<file path="src/rtl/lane_steer_pkg.sv">
package lane_steer_pkg;

  // Transfer classes decoded from strobes, width and A0.
  typedef enum logic [2:0] {
    XK_IDLE = 3'd0,
    XK_W8E  = 3'd1,
    XK_W8O  = 3'd2,
    XK_R8E  = 3'd3,
    XK_R8O  = 3'd4,
    XK_W16  = 3'd5,
    XK_R16  = 3'd6
  } xfer_kind_e;

  // Lane and bridge buffer controls.
  typedef struct packed {
    logic do_en;
    logic do_dir;
    logic di_en;
    logic di_dir;
    logic br_en;
    logic br_dir;
  } lane_ctl_t;

  localparam lane_ctl_t LANE_OFF = '{default: 1'b0};

endpackage

</file>
<file path="src/rtl/lane_classify.sv">
module lane_classify
  import lane_steer_pkg::*;
(
  input  logic       sel,
  input  logic       rd,
  input  logic       wr,
  input  logic       wide,
  input  logic       a0,
  output xfer_kind_e kind,
  output logic       ack
);

  logic active;
  logic aligned_wide;

  assign active       = sel & (rd ^ wr);
  assign aligned_wide = wide & ~a0;
  assign ack          = sel & aligned_wide;

  always_comb begin
    if (!active) begin
      kind = XK_IDLE;
    end else if (aligned_wide) begin
      kind = wr ? XK_W16 : XK_R16;
    end else if (wr) begin
      kind = a0 ? XK_W8O : XK_W8E;
    end else begin
      kind = a0 ? XK_R8O : XK_R8E;
    end
  end

endmodule

</file>
<file path="src/rtl/lane_route.sv">
module lane_route
  import lane_steer_pkg::*;
(
  input  xfer_kind_e kind,
  output lane_ctl_t  ctl
);

  always_comb begin
    ctl = LANE_OFF;
    unique case (kind)
      XK_W16: begin
        ctl.do_en = 1'b1;
        ctl.di_en = 1'b1;
      end
      XK_R16: begin
        ctl.do_en  = 1'b1;
        ctl.do_dir = 1'b1;
        ctl.di_en  = 1'b1;
        ctl.di_dir = 1'b1;
      end
      XK_W8E: begin
        ctl.do_en = 1'b1;
      end
      XK_W8O: begin
        ctl.do_en = 1'b1;
        ctl.br_en = 1'b1;
      end
      XK_R8E: begin
        ctl.br_en  = 1'b1;
        ctl.br_dir = 1'b1;
      end
      XK_R8O: begin
        ctl.do_en  = 1'b1;
        ctl.do_dir = 1'b1;
      end
      default: ctl = LANE_OFF;
    endcase
  end

endmodule

</file>
<file path="src/rtl/bank_strobe.sv">
module bank_strobe
  import lane_steer_pkg::*;
#(
  parameter bit ODD_BANK = 1'b0
) (
  input  xfer_kind_e kind,
  output logic       oe,
  output logic       we
);

  localparam xfer_kind_e BYTE_RD = ODD_BANK ? XK_R8O : XK_R8E;
  localparam xfer_kind_e BYTE_WR = ODD_BANK ? XK_W8O : XK_W8E;

  assign oe = (kind == XK_R16) || (kind == BYTE_RD);
  assign we = (kind == XK_W16) || (kind == BYTE_WR);

endmodule

</file>
<file path="src/rtl/lane_steer_top.sv">
module lane_steer_top
  import lane_steer_pkg::*;
(
  input  logic clk,
  input  logic rst,
  input  logic sel,
  input  logic rd,
  input  logic wr,
  input  logic wide,
  input  logic a0,
  output logic do_en,
  output logic do_dir,
  output logic di_en,
  output logic di_dir,
  output logic br_en,
  output logic br_dir,
  output logic even_oe,
  output logic even_we,
  output logic odd_oe,
  output logic odd_we,
  output logic wide_ack
);

  localparam int NBANK = 2;

  xfer_kind_e       kind;
  logic             ack_d;
  lane_ctl_t        ctl_d;
  lane_ctl_t        ctl_q;
  logic [NBANK-1:0] oe_d, we_d;
  logic [NBANK-1:0] oe_q, we_q;
  logic             ack_q;
  logic             live_q;

  lane_classify u_classify (
    .sel  (sel),
    .rd   (rd),
    .wr   (wr),
    .wide (wide),
    .a0   (a0),
    .kind (kind),
    .ack  (ack_d)
  );

  lane_route u_route (
    .kind (kind),
    .ctl  (ctl_d)
  );

  for (genvar b = 0; b < NBANK; b++) begin : g_bank
    bank_strobe #(.ODD_BANK(b[0])) u_bank (
      .kind (kind),
      .oe   (oe_d[b]),
      .we   (we_d[b])
    );
  end

  always_ff @(posedge clk) begin
    if (rst) begin
      ctl_q  <= LANE_OFF;
      oe_q   <= '0;
      we_q   <= '0;
      ack_q  <= 1'b0;
      live_q <= 1'b0;
    end else begin
      ctl_q  <= ctl_d;
      oe_q   <= oe_d;
      we_q   <= we_d;
      ack_q  <= ack_d;
      live_q <= 1'b1;
    end
  end

  assign do_en    = ctl_q.do_en;
  assign do_dir   = ctl_q.do_dir;
  assign di_en    = ctl_q.di_en;
  assign di_dir   = ctl_q.di_dir;
  assign br_en    = ctl_q.br_en;
  assign br_dir   = ctl_q.br_dir;
  assign even_oe  = oe_q[0];
  assign even_we  = we_q[0];
  assign odd_oe   = oe_q[1];
  assign odd_we   = we_q[1];
  assign wide_ack = ack_q;

  // the bridge and the Data-In lane buffer never drive together
  p_no_contention_r12: assert property (@(posedge clk) disable iff (rst)
    !(br_en && di_en));

  // a bank is never read and written in the same cycle
  p_bank_rw_excl_r12: assert property (@(posedge clk) disable iff (rst)
    !(even_oe && even_we) && !(odd_oe && odd_we));

  // no enable follows a cycle without a selected, single-strobe transfer
  p_idle_gate_r3: assert property (@(posedge clk) disable iff (rst || !live_q)
    !($past(sel) && ($past(rd) ^ $past(wr))) |->
      !(do_en || di_en || br_en || even_oe || even_we || odd_oe || odd_we));

  // acknowledge only after a selected, aligned wide request
  p_ack_src_r11: assert property (@(posedge clk) disable iff (rst || !live_q)
    wide_ack |-> $past(sel && wide && !a0));

  // aligned wide write enables both banks for writing
  p_wide_write_r4: assert property (@(posedge clk) disable iff (rst || !live_q)
    $past(sel && wr && !rd && wide && !a0) |-> (even_we && odd_we && !br_en));

  // odd byte write travels through the bridge toward the odd bank
  p_odd_write_r7: assert property (@(posedge clk) disable iff (rst || !live_q)
    $past(sel && wr && !rd && a0) |-> (br_en && !br_dir && odd_we && !even_we));

  // outputs are cleared the cycle after reset is sampled
  p_reset_clear_r1: assert property (@(posedge clk)
    $past(rst) |-> !(do_en || di_en || br_en || wide_ack));

endmodule

</file>
<file path="config.mk">
export PLATFORM = sky130hd
export DESIGN_NAME = lane_steer_top
export DESIGN_NICKNAME = d
export VERILOG_FILES = /design/src/rtl/lane_steer_pkg.sv /design/src/rtl/lane_classify.sv /design/src/rtl/lane_route.sv /design/src/rtl/bank_strobe.sv /design/src/rtl/lane_steer_top.sv
export SDC_FILE = /design/constraint.sdc
export NUM_CORES = 1
export LEC_CHECK = 0
export ABC_AREA = 1
export BUFFER_PORTS_ARGS = -buffer_cell sky130_fd_sc_hd__buf_4
export CAP_MARGIN = 20
export CORE_MARGIN = 2
export CORE_UTILIZATION = 25
export DETAILED_ROUTE_END_ITERATION = 10
export HOLD_SLACK_MARGIN = 0.03
export PLACE_DENSITY = 0.46
export SYNTH_ARGS = -nofsm -noshare
export SYNTH_HDL_FRONTEND = slang
export SYNTH_SLANG_ARGS = --single-unit
</file>
<file path="constraint.sdc">
create_clock -name clk -period 2 [get_ports clk]
set_clock_uncertainty 0.1 [all_clocks]
set_input_delay 0.4 -clock clk [delete_from_list [all_inputs] [get_ports clk]]
set_output_delay 0.4 -clock clk [all_outputs]
set_load 0.03 [all_outputs]
</file>
# After elaboration in Yosys (flattened, before gate mapping)
# Index checks and enable logic that the tools add are counted.
# classes
reduce_logical	8
muxes	12
bitwise	5
eq_ne	6
# op_table
op	count
two-way mux 3 bit	4
== test 3 bit (second input constant)	3
== test 3 x 2 -> 1 bit (second input constant)	2
two-way mux 1 bit	6
OR reduction 2 bit	3
OR reduction 5 bit	1
logical OR 1 bit	4
two-way mux 2 bit	2
AND 1 bit	3
== test 3 x 1 -> 1 bit (second input constant)	1
inverter 1 bit	1
bitwise XOR 1 bit	1
# word_totals
input_bits	7
regBits	11

# Depth between registers and ports, before layout
# depth
depth_word	7
depth_mapped	11
ltp_nobuf	11

# Modules after synthesis
# A second synthesis with hierarchy kept.
# unflattened
hier_cells	80
area_unflattened_um2	506.7
# by_module_without_submodules
module	cells_each	area_each_um2	instances
lane_steer_top	34	314.1	1
lane_classify	19	80.1	1
lane_route	14	56.3	1
bank_strobe at g_bank[1].u_bank	7	33.8	1
bank_strobe at g_bank[0].u_bank	6	22.5	1

# Least setup slack after synthesis
# Ideal clock, no wire load.
# synth_path
path_type	input to register
startpoint	in rd
endpoint	reg ctl_q, in the netlist di_en
slack_ns	0.484
path_stages	11
arrival_ns	1.300
cell_sequence	nand2_1 > nand2_2 > nor2_8 > inv_2 > nor2_4 > inv_2 > ha_1 > nand2_1 > inv_1 > nand3_2 > nand2_1
# synth_between
elab_chain_len	6
elab_cells_between_ends	7
# synth_rtl
item	line	source
start: declaration	lane_steer_top.sv:7	input logic rd,
bitwise XOR 1 bit (*)	lane_classify.sv:16	assign active = sel & (rd ^ wr);
AND 1 bit (*)	lane_classify.sv:16	
two-way mux 3 bit (*)	lane_classify.sv:21	if (!active) begin
== test 3 bit	lane_route.sv:10	unique case (kind)
OR reduction 2 bit (no line) (*)	n/a	
two-way mux 1 bit (*)	lane_route.sv:10	
end signal: assignment	lane_steer_top.sv:66	ctl_q <= ctl_d;
end: declaration	lane_steer_top.sv:29	lane_ctl_t ctl_q;
# Every way passes the cells marked *; elsewhere a longest branch is shown, timed or not.
# A chain may end at the register's enable or synchronous reset.

# Worst setup path after layout
# layout_path
startpoint	in wr
endpoint	reg ctl_q, in the netlist di_en
# layout_between
elab_chain_len	6
elab_cells_between_ends	10
# layout_rtl
item	line	source
start: declaration	lane_steer_top.sv:8	input logic wr,
two-way mux 3 bit, or another cell as far along	lane_classify.sv:25	end else if (wr) begin
two-way mux 3 bit / AND 1 bit (equally long branches)	lane_classify.sv:23, lane_classify.sv:16	
two-way mux 3 bit (*)	lane_classify.sv:21	
== test 3 bit	lane_route.sv:10	
OR reduction 2 bit (no line) (*)	n/a	
two-way mux 1 bit (*)	lane_route.sv:10	
# Marks and branches as above.

==> key figures <==
Status
  – Status: complete, no violations

Place
  – Routability cong.: 0.645
  – Buffers on Ports: 17
  – Inst Count DP: 102
  – Post-DP HPWL: roughly 650 um

Power and ir drop
  – Clock Power Share: approximately 30%
  – VDD IR max: ~0.19 mV
  – Internal power component: 306 uW
  – Power Dens Cells: 607 nW/um^2
  – Reg power frac: 50.3%
  – Sw frac: 25.8%
  – Net Sw Power: around 110 uW
  – Comb power frac: 19.1%
  – Leak pwr: 0.398 nW

Finish
  – Layout area overhead: 35.2%
  – Antenna Cells: 0
  – Final-layout fill cell count: 214
  – Reg area: 200 um^2
  – Fraction of layout cells with a size suffix above 1: 42.3%
  – Fin cells: 105
  – Area of the multi-input gates: 253 um^2
  – Nets: just over 90

Hold path
  – Hold_sp: rst
  – Hold Path End: we_q[0]
  – Worst min path class: input port to register
  – WHS Path Cells: 2

Route
  – Antenna-violating nets left: 0
  – Vias: approximately 390
  – DR pass1 iterations: 4
  – Drt wl/cell: 6.86 um
  – Initial drt markers: 3
  – Vias/cell: 3.73
  – Total routed wirelength: between 700 and 800 um
  – Residual DRC count: 0

Job
  – Number of max-cap violations: 0

Clocking
  – Root buf cell: clkbuf_4
  – Post-CTS sizing: 0
  – Clock-pin slew of the registers on the worst-case setup and hold paths: approximately 0.060 ns
  – CTS tree: yes
  – Num CTS Buffers: 3
  – # hold bufs at CTS: 0
  – # Post-CTS Setup Buffers: 0
  – Clock sink count: 10
  – Htree depth: 1
  – Max Buffers Root-to-Sink: 2

GRT
  – Largest net degree at the start of global routing: 7
  – Initial antenna violation count: 0
  – Congestion Overflow GR: 0
  – Vias in the first global route: ~350
  – GRT Overall Usage: 7.26%
  – Global-route wire length before repair: around 1300 um

Worst setup path
  – Nature of the critical path endpoint: register
  – Crit path required time: between 2 and 2.5 ns
  – Startpoint class of the critical path: input port
  – Largest fanout on the critical path: 6
  – Critical path data arrival time: ~1.5 ns
  – Worst setup path category: input port to register

Timing
  – Slew @ Worst Pin: 0.222 ns
  – Min cycle time layout: approximately 1.5 ns
  – RSZ-0062 raised after global routing: false
  – Final worst path period share: 73.1%
  – Total negative slack: 0 ns
  – Fin Hold WS: ~0.21 ns
  – Final hold vios: 0
  – Slew Limit Fails: 0
  – Max transition margin: 85.2%
  – Final setup vio count: 0
  – Fmax: between 0.6 and 0.7 GHz

Floorplanning
  – Starting Density: 26.1%
  – # rows: 16
  – Die area: between 2000 and 2500 um^2
  – Core footprint: 1920 um^2
  – Die width: 48.8 um
  – # IOs: 18
  – Die Ht: ~49 um

Logic synthesis
  – Synthesized flop and latch total: 10
  – Net count after synthesis: 71
  – Syn_area_per_cell: 8.50 um^2
  – Number of cells produced by synthesis: just under 60
  – Total of warnings raised by yosys: 0
  – Synth cell types: 17
  – Seq/Total Area, Yosys: 39.9%
  – Mapped Area: 502 um^2
## state kept, by name, summed over array words and instances, names as in the netlist
| signal | flops |
|---|---|
| do_en | 1 |
| oe_q | 2 |
| di_dir | 1 |
| we_q | 2 |
| wide_ack | 1 |
| br_en | 1 |
| di_en | 1 |
| br_dir | 1 |
## area by class of cell
| type | count | share of cell area, % |
|---|---|---|
| Clock buffer | 3 | 3.32 |
| Inverter | 11 | 6.09 |
| Multi-Input combinational cell | 37 | 37.3 |
| Sequential cell | 10 | 29.5 |
| Tap cell | 27 | 4.98 |
| Timing Repair Buffer | 17 | 18.8 |
## power by group through the flow
stage                     clock network (mW)  logic, mW  registers (mW)
after CTS                              0.129     0.0802           0.207
final                                  0.126     0.0786           0.207
after global placement                     0     0.0797           0.211
after global routing                   0.140     0.0872           0.207
after detailed placement                   0     0.0801           0.212
after floorplan                            0     0.0401           0.224
## metrics by stage
step | setup WS, ns | power (mW) | utilization [%] | area (um^2)
after floorplan | 0.484 | 0.264 | - | 502
after global placement | 0.261 | 0.291 | 34.1 | 656
after detailed placement | 0.251 | 0.292 | 34.1 | 656
after CTS | 0.520 | 0.417 | 35.3 | 678
after global routing | 0.389 | 0.434 | 35.3 | 678
final | 0.538 | 0.412 | 35.3 | 678
## synth_stat cells (all sizes together)
cell type	instances	area, um^2
buf	1	7.51
dfxtp	10	200
ha	5	62.6
inv	11	41.3
nand2	20	90.1
nand3	1	10.0
nand3b	2	15.0
nor2	6	56.3
nor3	1	5.00
o21bai	1	7.51
or2	1	6.26
## worst max path at each step
| stage | depth (start not counted) | to | from |
|---|---|---|---|
| 2_1_floorplan | 11 | di_en | rd |
| 3_3_place_gp | 12 | oe_q[1] | wr |
| 3_5_place_dp | 12 | di_en | wr |
| 4_1_cts | 12 | di_en | wr |
| 5_1_grt | 12 | di_en | wr |
| 6_report | 12 | di_en | wr |
## worst max-delay path, cell delays in order
cell and delay (ns):
buf_4 0.13, nand2_1 0.06, nand2_2 0.08, nor2_8 0.14, inv_2 0.06, nor2_4 0.12
inv_2 0.05, ha_1 0.19, nand2_1 0.06, inv_1 0.06, nand3_2 0.10, nand2_1 0.06
## per-layer routing
metal	part of all wire [%]	global-route usage, %	vias up
li1	-	-	209
met1	40	7.21	161
met2	48	11.6	17
met3	8.3	2.45	5
met4	3.8	7.14	0
met5	0	0	-
## cells in the final DEF (no fill, tap or decap)
| master | n |
|---|---|
| buf_4 | 17 |
| clkbuf_4 | 3 |
| dfxtp_1 | 10 |
| ha_1 | 5 |
| inv_1 | 8 |
| inv_2 | 3 |
| nand2_1 | 16 |
| nand2_2 | 3 |
| nand2_4 | 1 |
| nand3_2 | 1 |
| nand3b_1 | 2 |
| nor2_1 | 2 |
| nor2_2 | 1 |
| nor2_4 | 2 |
| nor2_8 | 1 |
| nor3_1 | 1 |
| o21bai_1 | 1 |
| or2_2 | 1 |
## kinds of logic after synthesis
logic type,after synthesis,synth area share (%)
buffers and inverters,12,9.73
adder cells (fa/ha/maj),5,12.5
AO/OA/AOI/OAI,1,1.50
AND/OR/NAND/NOR,31,36.4
flip-flops,10,39.9
(Power assumes the default switching activity.)
